## src/rtl/wpc_pkg.sv

```systemverilog
// Shared types for the waveform playback controller.
// Assumes the control register layout described in the brief (bits 9:1).
package wpc_pkg;

    typedef enum logic [1:0] {
        S_IDLE = 2'd0,
        S_WAIT = 2'd1,
        S_PLAY = 2'd2,
        S_DONE = 2'd3
    } seq_state_t;

    localparam logic [1:0] REP_ONCE  = 2'd0;
    localparam logic [1:0] REP_COUNT = 2'd1;
    localparam logic [1:0] REP_CONT  = 2'd2;

    localparam int ADDR_CTRL  = 0;
    localparam int ADDR_LEN   = 1;
    localparam int ADDR_REPS  = 2;
    localparam int MARK_BASE  = 3;

    typedef struct packed {
        logic       stop_fall;
        logic       stop_en;
        logic       pause_low;
        logic       pause_en;
        logic       start_fall;
        logic       start_en;
        logic [1:0] mode;
        logic       ddr;
    } ctrl_t;

endpackage

```

## src/rtl/wpc_trig.sv

```systemverilog
// Trigger front end: multi-flop synchronizer, then edge or level detection.
// EDGE=1 gives a one-cycle pulse on the selected edge (inv=1 selects falling).
// EDGE=0 gives a level that is active high, or active low when inv=1.
// Assumes din is asynchronous and wider than a couple of clock periods.
module wpc_trig #(
    parameter int STAGES = 2,
    parameter bit EDGE   = 1'b1
) (
    input  logic clk,
    input  logic rst_n,
    input  logic din,
    input  logic en,
    input  logic inv,
    output logic hit
);

    generate
        if (EDGE) begin : g_edge
            logic [STAGES:0] sh;

            // Synchronize, keeping one extra stage for edge compare
            always_ff @(posedge clk) begin
                if (!rst_n) sh <= '0;
                else        sh <= {sh[STAGES-1:0], din};
            end

            assign hit = en & (inv ? (~sh[STAGES-1] & sh[STAGES])
                                   : (sh[STAGES-1] & ~sh[STAGES]));
        end else begin : g_level
            logic [STAGES-1:0] sh;

            // Synchronize the level
            always_ff @(posedge clk) begin
                if (!rst_n) sh <= '0;
                else        sh <= {sh[STAGES-2:0], din};
            end

            assign hit = en & (sh[STAGES-1] ^ inv);
        end
    endgenerate

endmodule

```

## src/rtl/wpc_cfg.sv

```systemverilog
// Configuration registers and arm-time validation.
// Writes are taken only while cfg_open (idle, or done with pipeline drained).
// Writing the control register with bit 0 set is an arm request. It is
// checked against the new control value and the stored length, count and markers.
module wpc_cfg
    import wpc_pkg::*;
#(
    parameter int CFG_W    = 32,
    parameter int CA_W     = 3,
    parameter int NMARK    = 3,
    parameter int LEN_W    = 8,
    parameter int REP_W    = 25,
    parameter int MAX_LEN  = 128,
    parameter int MAX_REPS = 16777216
) (
    input  logic                        clk,
    input  logic                        rst_n,
    input  logic                        cfg_we,
    input  logic [CA_W-1:0]             cfg_addr,
    input  logic [CFG_W-1:0]            cfg_wdata,
    input  logic                        cfg_open,
    output ctrl_t                       ctrl,
    output logic [LEN_W-1:0]            len,
    output logic [REP_W-1:0]            reps,
    output logic [NMARK-1:0][CFG_W-1:0] marks,
    output logic                        arm_go,
    output logic                        cfg_err
);

    localparam int CB = $bits(ctrl_t);

    ctrl_t                       ctrl_q;
    logic [CFG_W-1:0]            len_q;
    logic [CFG_W-1:0]            reps_q;
    logic [NMARK-1:0][CFG_W-1:0] mark_q;
    logic                        err_q;

    ctrl_t nc;
    logic  wr, arm_req, mark_odd, bad;

    // Decode the write and evaluate every rejection rule
    always_comb begin
        wr       = cfg_we & cfg_open;
        nc       = ctrl_t'(cfg_wdata[CB:1]);
        arm_req  = wr && (cfg_addr == CA_W'(ADDR_CTRL)) && cfg_wdata[0];
        mark_odd = 1'b0;
        for (int k = 0; k < NMARK; k++) mark_odd = mark_odd | mark_q[k][0];
        bad = (len_q == '0)
            || (len_q > CFG_W'(MAX_LEN))
            || (nc.ddr && len_q[0])
            || (nc.ddr && mark_odd)
            || (nc.mode == 2'd3)
            || ((nc.mode == REP_COUNT) && ((reps_q == '0) || (reps_q > CFG_W'(MAX_REPS))));
        arm_go = arm_req & ~bad;
    end

    // Register writes and the error flag of the last arm attempt
    always_ff @(posedge clk) begin
        if (!rst_n) begin
            ctrl_q <= '0;
            len_q  <= '0;
            reps_q <= '0;
            mark_q <= '0;
            err_q  <= 1'b0;
        end else begin
            if (wr) begin
                if (cfg_addr == CA_W'(ADDR_CTRL)) ctrl_q <= nc;
                if (cfg_addr == CA_W'(ADDR_LEN))  len_q  <= cfg_wdata;
                if (cfg_addr == CA_W'(ADDR_REPS)) reps_q <= cfg_wdata;
                for (int k = 0; k < NMARK; k++)
                    if (cfg_addr == CA_W'(MARK_BASE + k)) mark_q[k] <= cfg_wdata;
            end
            if (arm_req) err_q <= bad;
        end
    end

    assign ctrl    = ctrl_q;
    assign len     = len_q[LEN_W-1:0];
    assign reps    = reps_q[REP_W-1:0];
    assign marks   = mark_q;
    assign cfg_err = err_q;

endmodule

```

## src/rtl/wpc_seq.sv

```systemverilog
// Playback sequencer: arm/start/play/done state machine, sample index and
// pass counter. A sample is issued in every play cycle that has neither
// pause nor stop. The index steps by 1 (single rate) or 2 (double rate).
// Assumes the configuration was validated at arm time and is stable while playing.
module wpc_seq
    import wpc_pkg::*;
#(
    parameter int LEN_W = 8,
    parameter int REP_W = 25
) (
    input  logic             clk,
    input  logic             rst_n,
    input  logic             ddr,
    input  logic [1:0]       mode,
    input  logic [LEN_W-1:0] len,
    input  logic [REP_W-1:0] reps,
    input  logic             arm_go,
    input  logic             start_hit,
    input  logic             pause_act,
    input  logic             stop_hit,
    input  logic             drained,
    output logic             iss_v,
    output logic [LEN_W-1:0] iss_idx,
    output logic             ready,
    output logic             done,
    output logic             cfg_open
);

    seq_state_t       st;
    logic [LEN_W-1:0] idx;
    logic [REP_W-1:0] pass_cnt;
    logic [LEN_W:0]   nxt;
    logic             wrap, finish;

    // Next index, end-of-pass and end-of-playback detection
    always_comb begin
        nxt    = {1'b0, idx} + (ddr ? (LEN_W+1)'(2) : (LEN_W+1)'(1));
        wrap   = (nxt == {1'b0, len});
        finish = wrap && ((mode == REP_ONCE) ||
                          ((mode == REP_COUNT) && ((pass_cnt + 1'b1) == reps)));
    end

    // State, index and pass counter update
    always_ff @(posedge clk) begin
        if (!rst_n) begin
            st       <= S_IDLE;
            idx      <= '0;
            pass_cnt <= '0;
        end else begin
            unique case (st)
                S_IDLE, S_DONE: if (arm_go) st <= S_WAIT;
                S_WAIT: if (start_hit) begin
                    st       <= S_PLAY;
                    idx      <= '0;
                    pass_cnt <= '0;
                end
                S_PLAY: begin
                    if (stop_hit) begin
                        st <= S_DONE;
                    end else if (!pause_act) begin
                        if (finish) st <= S_DONE;
                        if (wrap) begin
                            idx      <= '0;
                            pass_cnt <= pass_cnt + 1'b1;
                        end else begin
                            idx <= nxt[LEN_W-1:0];
                        end
                    end
                end
                default: st <= S_IDLE;
            endcase
        end
    end

    assign iss_v    = (st == S_PLAY) && !stop_hit && !pause_act;
    assign iss_idx  = idx;
    assign ready    = (st == S_WAIT);
    assign done     = (st == S_DONE) && drained;
    assign cfg_open = (st == S_IDLE) || done;

endmodule

```

## src/rtl/wpc_out.sv

```systemverilog
// Output stage: one tag register that lines up with the memory read latency,
// then the registered sample, data-active and marker outputs.
// Assumes mem_rdata is valid exactly one cycle after the read is issued.
module wpc_out #(
    parameter int SMP_W = 8,
    parameter int LEN_W = 8,
    parameter int CFG_W = 32,
    parameter int NMARK = 3
) (
    input  logic                        clk,
    input  logic                        rst_n,
    input  logic                        iss_v,
    input  logic [LEN_W-1:0]            iss_idx,
    input  logic                        ddr,
    input  logic [NMARK-1:0][CFG_W-1:0] marks,
    input  logic [2*SMP_W-1:0]          mem_rdata,
    output logic [2*SMP_W-1:0]          sample_out,
    output logic                        data_active,
    output logic [NMARK-1:0]            markers,
    output logic                        drained
);

    logic [NMARK-1:0] hit, p1_mk, mk_q;
    logic             p1_v, p1_lane, p1_ddr, o_v;
    logic [2*SMP_W-1:0] smp_q;

    // One index comparator per marker
    generate
        for (genvar k = 0; k < NMARK; k++) begin : g_hit
            assign hit[k] = (CFG_W'(iss_idx) == marks[k]);
        end
    endgenerate

    // Tag stage aligned with the read latency, then the output registers
    always_ff @(posedge clk) begin
        if (!rst_n) begin
            p1_v    <= 1'b0;
            p1_lane <= 1'b0;
            p1_ddr  <= 1'b0;
            p1_mk   <= '0;
            o_v     <= 1'b0;
            mk_q    <= '0;
            smp_q   <= '0;
        end else begin
            p1_v    <= iss_v;
            p1_lane <= iss_idx[0];
            p1_ddr  <= ddr;
            p1_mk   <= iss_v ? hit : '0;
            o_v     <= p1_v;
            mk_q    <= p1_v ? p1_mk : '0;
            if (p1_v)
                smp_q <= p1_ddr ? mem_rdata
                       : {{SMP_W{1'b0}}, (p1_lane ? mem_rdata[2*SMP_W-1:SMP_W]
                                                  : mem_rdata[SMP_W-1:0])};
        end
    end

    assign sample_out  = smp_q;
    assign data_active = o_v;
    assign markers     = mk_q;
    assign drained     = ~p1_v & ~o_v;

endmodule

```

## src/rtl/wave_play_ctrl.sv

```systemverilog
// Top of the triggered waveform playback controller.
// Connects the trigger front ends, configuration, sequencer and output stage.
// Assumes a sample memory with one-cycle read latency and two samples per word.
module wave_play_ctrl
    import wpc_pkg::*;
#(
    parameter int SMP_W       = 8,
    parameter int ADDR_W      = 6,
    parameter int NMARK       = 3,
    parameter int SYNC_STAGES = 2,
    localparam int CFG_W    = 32,
    localparam int CA_W     = $clog2(MARK_BASE + NMARK),
    localparam int LEN_W    = ADDR_W + 2,
    localparam int MAX_LEN  = 2 ** (ADDR_W + 1),
    localparam int MAX_REPS = 2 ** 24,
    localparam int REP_W    = $clog2(MAX_REPS + 1)
) (
    input  logic                clk,
    input  logic                rst_n,
    input  logic                cfg_we,
    input  logic [CA_W-1:0]     cfg_addr,
    input  logic [CFG_W-1:0]    cfg_wdata,
    input  logic                start_trig,
    input  logic                pause_trig,
    input  logic                stop_trig,
    output logic                mem_rd_en,
    output logic [ADDR_W-1:0]   mem_addr,
    input  logic [2*SMP_W-1:0]  mem_rdata,
    output logic [2*SMP_W-1:0]  sample_out,
    output logic                data_active,
    output logic [NMARK-1:0]    markers,
    output logic                done,
    output logic                ready,
    output logic                cfg_err
);

    ctrl_t                       ctrl;
    logic [LEN_W-1:0]            len;
    logic [REP_W-1:0]            reps;
    logic [NMARK-1:0][CFG_W-1:0] marks;
    logic                        arm_go, cfg_open, drained;
    logic                        iss_v;
    logic [LEN_W-1:0]            iss_idx;
    logic [2:0]                  t_raw, t_en, t_inv, t_hit;
    logic                        start_hit;

    // Trigger order: 0 start (edge), 1 pause (level), 2 stop (edge)
    assign t_raw = {stop_trig, pause_trig, start_trig};
    assign t_en  = {ctrl.stop_en, ctrl.pause_en, ctrl.start_en};
    assign t_inv = {ctrl.stop_fall, ctrl.pause_low, ctrl.start_fall};

    generate
        for (genvar g = 0; g < 3; g++) begin : g_trig
            wpc_trig #(.STAGES(SYNC_STAGES), .EDGE(g != 1)) u_trig (
                .clk   (clk),
                .rst_n (rst_n),
                .din   (t_raw[g]),
                .en    (t_en[g]),
                .inv   (t_inv[g]),
                .hit   (t_hit[g])
            );
        end
    endgenerate

    assign start_hit = ~ctrl.start_en | t_hit[0];

    wpc_cfg #(
        .CFG_W(CFG_W), .CA_W(CA_W), .NMARK(NMARK), .LEN_W(LEN_W),
        .REP_W(REP_W), .MAX_LEN(MAX_LEN), .MAX_REPS(MAX_REPS)
    ) u_cfg (
        .clk(clk), .rst_n(rst_n), .cfg_we(cfg_we), .cfg_addr(cfg_addr),
        .cfg_wdata(cfg_wdata), .cfg_open(cfg_open), .ctrl(ctrl), .len(len),
        .reps(reps), .marks(marks), .arm_go(arm_go), .cfg_err(cfg_err)
    );

    wpc_seq #(.LEN_W(LEN_W), .REP_W(REP_W)) u_seq (
        .clk(clk), .rst_n(rst_n), .ddr(ctrl.ddr), .mode(ctrl.mode), .len(len),
        .reps(reps), .arm_go(arm_go), .start_hit(start_hit), .pause_act(t_hit[1]),
        .stop_hit(t_hit[2]), .drained(drained), .iss_v(iss_v), .iss_idx(iss_idx),
        .ready(ready), .done(done), .cfg_open(cfg_open)
    );

    wpc_out #(.SMP_W(SMP_W), .LEN_W(LEN_W), .CFG_W(CFG_W), .NMARK(NMARK)) u_out (
        .clk(clk), .rst_n(rst_n), .iss_v(iss_v), .iss_idx(iss_idx), .ddr(ctrl.ddr),
        .marks(marks), .mem_rdata(mem_rdata), .sample_out(sample_out),
        .data_active(data_active), .markers(markers), .drained(drained)
    );

    assign mem_rd_en = iss_v;
    assign mem_addr  = iss_idx[ADDR_W:1];

endmodule

```

## config.mk

```make
export PLATFORM = sky130hd
export DESIGN_NAME = wave_play_ctrl
export DESIGN_NICKNAME = d
export VERILOG_FILES = /design/src/rtl/wpc_pkg.sv /design/src/rtl/wpc_trig.sv /design/src/rtl/wpc_cfg.sv /design/src/rtl/wpc_seq.sv /design/src/rtl/wpc_out.sv /design/src/rtl/wave_play_ctrl.sv
export SDC_FILE = /design/constraint.sdc
export NUM_CORES = 1
export LEC_CHECK = 0
export BUFFER_PORTS_ARGS = -buffer_cell sky130_fd_sc_hd__buf_2
export CAP_MARGIN = 40
export CORE_ASPECT_RATIO = 0.9
export CORE_MARGIN = 2
export CORE_UTILIZATION = 32
export DETAILED_ROUTE_END_ITERATION = 6
export PLACE_DENSITY = 0.51
export SLEW_MARGIN = 20
export SYNTH_ARGS = -nofsm -noshare
export SYNTH_HDL_FRONTEND = slang
export SYNTH_SLANG_ARGS = --single-unit
```

## constraint.sdc

```tcl
create_clock -name clk -period 4.6 [get_ports clk]
set_clock_uncertainty 0.05 [all_clocks]
set_input_delay 0.92 -clock clk [delete_from_list [all_inputs] [get_ports clk]]
set_output_delay 0.92 -clock clk [all_outputs]
set_load 0.02 [all_outputs]
```

# After elaboration in Yosys (flattened, before gate mapping)
# Index checks and enable logic that the tools add are counted.
# word_totals
regBits	239
inputBits	57
# classes
n_addsub	2
n_lt_le_gt_ge	2
eq_ne	23
muxes	21
bitwise_logic	22
reduce_logical	38
# op_table
op	n
25-bit 2-to-1 mux	4
8-bit by 32-bit == test with 1-bit output	3
32-bit logical NOT	2
25-bit one-hot mux with 2 select lines	1
8-bit 2-to-1 mux	5
32-bit by 25-bit greater-than comparator with 1-bit output (second input constant)	1
32-bit by 8-bit greater-than comparator with 1-bit output (second input constant)	1
25-bit by 1-bit adder with 25-bit output (second input constant)	1
25-bit == test	1
16-bit 2-to-1 mux	1
8-bit one-hot mux with 2 select lines	1
2-bit AND reduction	8
2-bit 2-to-1 mux	6
1-bit bitwise AND	10
1-bit logical AND	10
8-bit by 9-bit adder with 9-bit output	1
9-bit by 8-bit == test with 1-bit output	1
1-bit logical OR	8
1-bit NOT	8
4-bit AND reduction	2
2-bit by 1-bit == test with 1-bit output (second input constant)	3
2-bit == test (second input constant)	3
3-bit by 2-bit == test with 1-bit output (second input constant)	2
3-bit == test (second input constant)	2
15 further kinds	23

# Depth between registers and ports, before layout
# depth
depth_word	10
ltp_mapped	13
mapped_depth_nobuf	11

# Hierarchy
# A second synthesis with hierarchy kept.
# hier_totals
hier_cells	1371
area_unflattened_um2	11405.9
# modules_own_cells
mod	instances	cells_per_inst	area_each_um2	seq_area_each_um2
wpc_cfg	1	816	6764.0	3403.3
wpc_seq	1	382	3014.1	700.7
wpc_out	1	148	1346.3	520.5
wpc_trig (g_trig[0].u_trig ...)	2	9	103.8	60.1
wpc_trig (g_trig[1].u_trig)	1	6	67.6	40.0
wave_play_ctrl	1	1	6.3	0.0

# Worst setup path before layout
# OpenSTA, ideal clock, no wires.
# synth_path
path_kind	register to register
startpoint	register u_cfg.ctrl_q (netlist bit u_cfg.ctrl[0])
endpoint	register u_seq.pass_cnt[16]
setup_time_ns	0.116
t_arrival_ns	3.115
required_ns	4.434
slack_ns	1.319
stages_incl_launch_ff	14
path_cell_list	dfxtp_1 -> inv_1 -> ha_1 -> fa_1 -> nand3_1 -> nor3_1 -> or4_1 -> nor4_1 -> mux2i_1 -> nor2b_1 -> buf_2 -> buf_2 -> a21oi_1 -> a31o_1
# synth_via
elab_chain_len	5
# synth_rtl
element	line	text
start: declaration	wpc_cfg.sv:32	ctrl_t ctrl_q;
start signal: assignment	wpc_cfg.sv:67	if (cfg_addr == CA_W'(ADDR_CTRL)) ctrl_q <= nc;
2-bit 2-to-1 mux	wpc_seq.sv:37	nxt = {1'b0, idx} + (ddr ? (LEN_W+1)'(2) : (LEN_W+1)'(1));
8-bit by 9-bit adder with 9-bit output	wpc_seq.sv:37	
9-bit by 8-bit == test with 1-bit output	wpc_seq.sv:38	wrap = (nxt == {1'b0, len});
2-bit by 1-bit inequality test with 1-bit output (no source line)	--	
5-bit AND reduction (no source line)	--	
end signal: assignment	wpc_seq.sv:64	pass_cnt <= pass_cnt + 1'b1;
end: declaration	wpc_seq.sv:31	logic [REP_W-1:0] pass_cnt;
# Every way passes these cells.
# A chain may end at the register's enable or synchronous reset.

# Worst setup path in the final report
# layout_path
startpoint	register u_cfg.ctrl_q (netlist bit u_cfg.ctrl[0])
endpoint	register u_seq.pass_cnt[10]
# The elaborated chain is that of the path after synthesis.

==> impl_metrics.py <==
metrics = {
    "run_status": {
        "status": "finished clean",
    },
    "setup_path": {
        "cp_slowest_cell": "nor4_1",
        "critPathArrivalTime_ps": 4160,
        "r2r-start": "u_cfg.ctrl[0]",
        "crit_type": "reg2reg",
        "cp-startpoint": "u_cfg.ctrl[0]",
        "endpoint": "u_seq.pass_cnt[10]",
        "cp_top_family": "simple AND/OR/NAND/NOR gates",
        "r2r_end": "u_seq.pass_cnt[10]",
        "cp-end-kind": "flip-flop",
        "startpoint_type": "flip-flop",
        "crit_fanout": 27,
        "max_stage_delay_ps": 610,
        "cp_num_buf_inv": 2,
        "crit_required_ps": 4990,
        "crit_cells": 12,
        "r2r_slack_ps": 830,
        "reg2regPathDepth": 12,
        "path_cells": "inv_1 -> ha_1 -> fa_1 -> nand3_1 -> nor3_1 -> or4_1 -> nor4_1 -> mux2i_1 -> nor2b_1 -> buf_4 -> a21boi_0 -> o21a_1",
    },
    "die": {
        "start_util_pct": 32.52,
        "die_w_um": 200.0,
        "rows": 64,
        "die_area_mm2": 0.03609,
        "die_h_um": 180.4,
        "boundaryPins": 87,
        "core-area_mm2": 0.03403,
    },
    "synthesis": {
        "netlist_instances": 1350,
        "yosys-top-cells-count": "385 x nand2_1, 239 x dfxtp_1, 163 x a21boi_0, 84 x clkbuf_1, 52 x xnor2_1",
        "synth_cell_type_count": 58,
        "syn-num-nets": 1416,
        "synth-main-ff-cell": "dfxtp_1",
        "yosysWarnings": 0,
        "synth.most_common_cell": "nand2_1",
        "ys_seq_area_share_pct": 43.23,
        "yosys.area.top_type": "dfxtp_1",
        "synthArstFlopShare_pct": 0,
        "synth_area_leaders": "dfxtp_1 43%, nand2_1 13%, a21boi_0 11%",
        "syn_area_mm2": 0.01107,
        "ys_ff_latch": 239,
        "synth_top_area_share_pct": 43.23,
        "syn_avg_cell_area_um2": 8.198,
        "synth-edff-count": 0,
    },
    "power": {
        "vdd_drop_max_mv": 0.2378,
        "p_int_w": 0.003497,
        "power_switching_share_pct": 24.77,
        "pwr-share-seq_pct": 46.2,
        "power.density_mw_per_mm2": 367.2,
        "pwr-share-comb_pct": 8.1,
        "switchingPower_w": 0.001151,
        "power.share.clock_pct": 45.7,
        "p_leak_nw": 4.607,
    },
    "detailed_routing": {
        "drt_iter0_drc": 609,
        "drt_wl_total_um": 31560,
        "ant_nets": 0,
        "dr.pass1.iters": 4,
        "vias": 9114,
        "wire_per_inst_um": 16.99,
        "avgViaCountPerCell": 4.905,
        "drc": 0,
    },
    "global_routing": {
        "grt_pass1_vias": 8719,
        "grt-ovfl-total": 0,
        "antenna_found_initial": 3,
        "grt_use_total_pct": 17.42,
        "grt_max_degree": 239,
        "grt_pass1_wl_um": 49680,
    },
    "layout": {
        "nNetsFinal": 1441,
        "area_growth_pct": 14.37,
        "n_antenna_cell": 0,
        "final_util_pct": 37.19,
        "layoutNonFillerInstCount": 1858,
        "nFillCells": 3561,
        "drive_gt1_share_pct": 11.25,
    },
    "place": {
        "gp_congestion": 0.8317,
        "port_buffers": 86,
        "hpwl_um": 21310,
        "place_inst": 1808,
    },
    "clock_tree": {
        "cts_buffers": 27,
        "clk_pin_slew_ps": 60,
        "htreeDepth": 1,
        "hold_buffers": 0,
        "post_cts_buffers": 0,
        "cts_resized": 0,
        "cts_tree": "done",
        "cts_root_buffer": "clkbuf_16",
        "clk_latency_ps": 560,
        "cts.path.max_buffers": 3,
        "clkSinkCount": 239,
    },
    "timing": {
        "setup_viol": 0,
        "tns_ps": 0,
        "max_freq_ghz": 0.2656,
        "rsz0062_at_grt": "no",
        "tightest_slew_ps": 1003,
        "hold_viol_final": 0,
        "final_max_slew_viol_count": 0,
        "fin_crit_sh_pct": 81.85,
        "fin_crit_ps": 3765,
        "relSlewSlack_pct": 33.11,
    },
    "min_path": {
        "min_path_type": "reg2reg",
        "worstHoldPathCells": 1,
    },
    "flow_run": {
        "drv_cap": 0,
    },
}
## flip-flops by register name (all words and copies together), names as in the netlist, 2 cells and up
register / cells
u_cfg.marks: 96
u_cfg.len_q: 32
u_cfg.reps_q: 32
u_seq.pass_cnt: 25
u_out.sample_out: 16
u_cfg.ctrl: 9
u_seq.iss_idx: 8
g_trig.u_trig.g_edge.sh: 6
u_out.markers: 3
u_out.p1_mk: 3
g_trig.u_trig.g_level.sh: 2
u_seq.st: 2
## power groups by stage
stage / registers (W) / logic (W) / clock network [W]
after floorplan: 0.00218 / 0.000223 / 0
after global placement: 0.00219 / 0.000377 / 0
after detailed placement: 0.00219 / 0.000379 / 0
after CTS: 0.00215 / 0.000381 / 0.00219
after global routing: 0.00215 / 0.000415 / 0.00228
final: 0.00215 / 0.000376 / 0.00213
## per-stage QoR
step	area (µm²)	setup WS (ps)	hold slack, ps	power [W]
2_1_floorplan	11070	1319	361.9	0.002407
4_1_cts	12660	829.5	391.8	0.004718
3_3_place_gp	11780	921.8	376.6	0.002568
5_1_grt	12660	507.1	402.0	0.004842
6_report	12660	835.0	391.8	0.004648
3_5_place_dp	11780	844.6	369.2	0.002571
## cell type report
cell class	instances	area, µm²	area share [%]
clock inverter	9	77.57	0.6129
sequential	239	4785	37.80
timing repair buffer	100	554.3	4.379
clock buffer	41	798.3	6.307
multi-input combinational	996	5823	46.01
tap	462	578.1	4.567
inverter	11	41.29	0.3262
## worst register-to-register path, stage by stage, from the launching register on
cell and delay, ps:
dfxtp_1 420, inv_1 60, ha_1 220, fa_1 450
nand3_1 270, nor3_1 90, or4_1 520, nor4_1 610
mux2i_1 160, nor2b_1 150, buf_4 320, a21boi_0 150
o21a_1 200
## routing by layer
layer | global-route usage (%) | up-vias | part of all wire, %
met5 | 0 | - | 0.067
met4 | 3.259 | 4 | 1.6
met3 | 2.920 | 42 | 4.5
met2 | 26.03 | 150 | 43
met1 | 26.25 | 4286 | 51
li1 | - | 4632 | -
## worst min-delay path by stage
stage / start / end / slack, ps
2_1_floorplan: g_trig[0].u_trig.g_edge.sh[0] / g_trig[0].u_trig.g_edge.sh[1] / 360
3_3_place_gp: g_trig[1].u_trig.g_level.sh[0] / g_trig[1].u_trig.g_level.sh[1] / 380
3_5_place_dp: g_trig[2].u_trig.g_edge.sh[0] / g_trig[2].u_trig.g_edge.sh[1] / 370
4_1_cts: g_trig[2].u_trig.g_edge.sh[0] / g_trig[2].u_trig.g_edge.sh[1] / 390
5_1_grt: g_trig[2].u_trig.g_edge.sh[0] / g_trig[2].u_trig.g_edge.sh[1] / 400
6_report: g_trig[2].u_trig.g_edge.sh[0] / g_trig[2].u_trig.g_edge.sh[1] / 390
## cells by family (layout without fill, tap and decap cells)
family | Yosys count | in the layout | share of synthesized area [%]
muxes | 20 | 20 | 1.809
DFF | 239 | 239 | 43.23
AOI/OAI and AO/OA | 279 | 279 | 18.30
adders and majority gates | 9 | 9 | 1.085
buffers and inverters | 115 | 161 | 4.251
xor gates and xnor gates | 74 | 74 | 5.856
and+or+nand+nor | 614 | 614 | 25.46
## cell usage in the layout, fill, tap and decap left out, drive strengths merged, types with 4 or more instances in the layout
master	instances
dfxtp	239
xor2	22
nor3	21
nand4	22
xnor2	52
or4	6
a21boi	176
and4	5
ha	8
a31oi	14
buf	100
nand2b	5
a21oi	16
nand3	23
mux2i	20
o211a	8
clkbuf	41
nand2	385
and2	16
or2	6
nor3b	4
o21ai	26
inv	12
or3	7
o21a	16
clkinv	7
nor2b	30
and3	11
nor4	45
nor2	23
No activity file was read; power rests on OpenSTA's default activity.
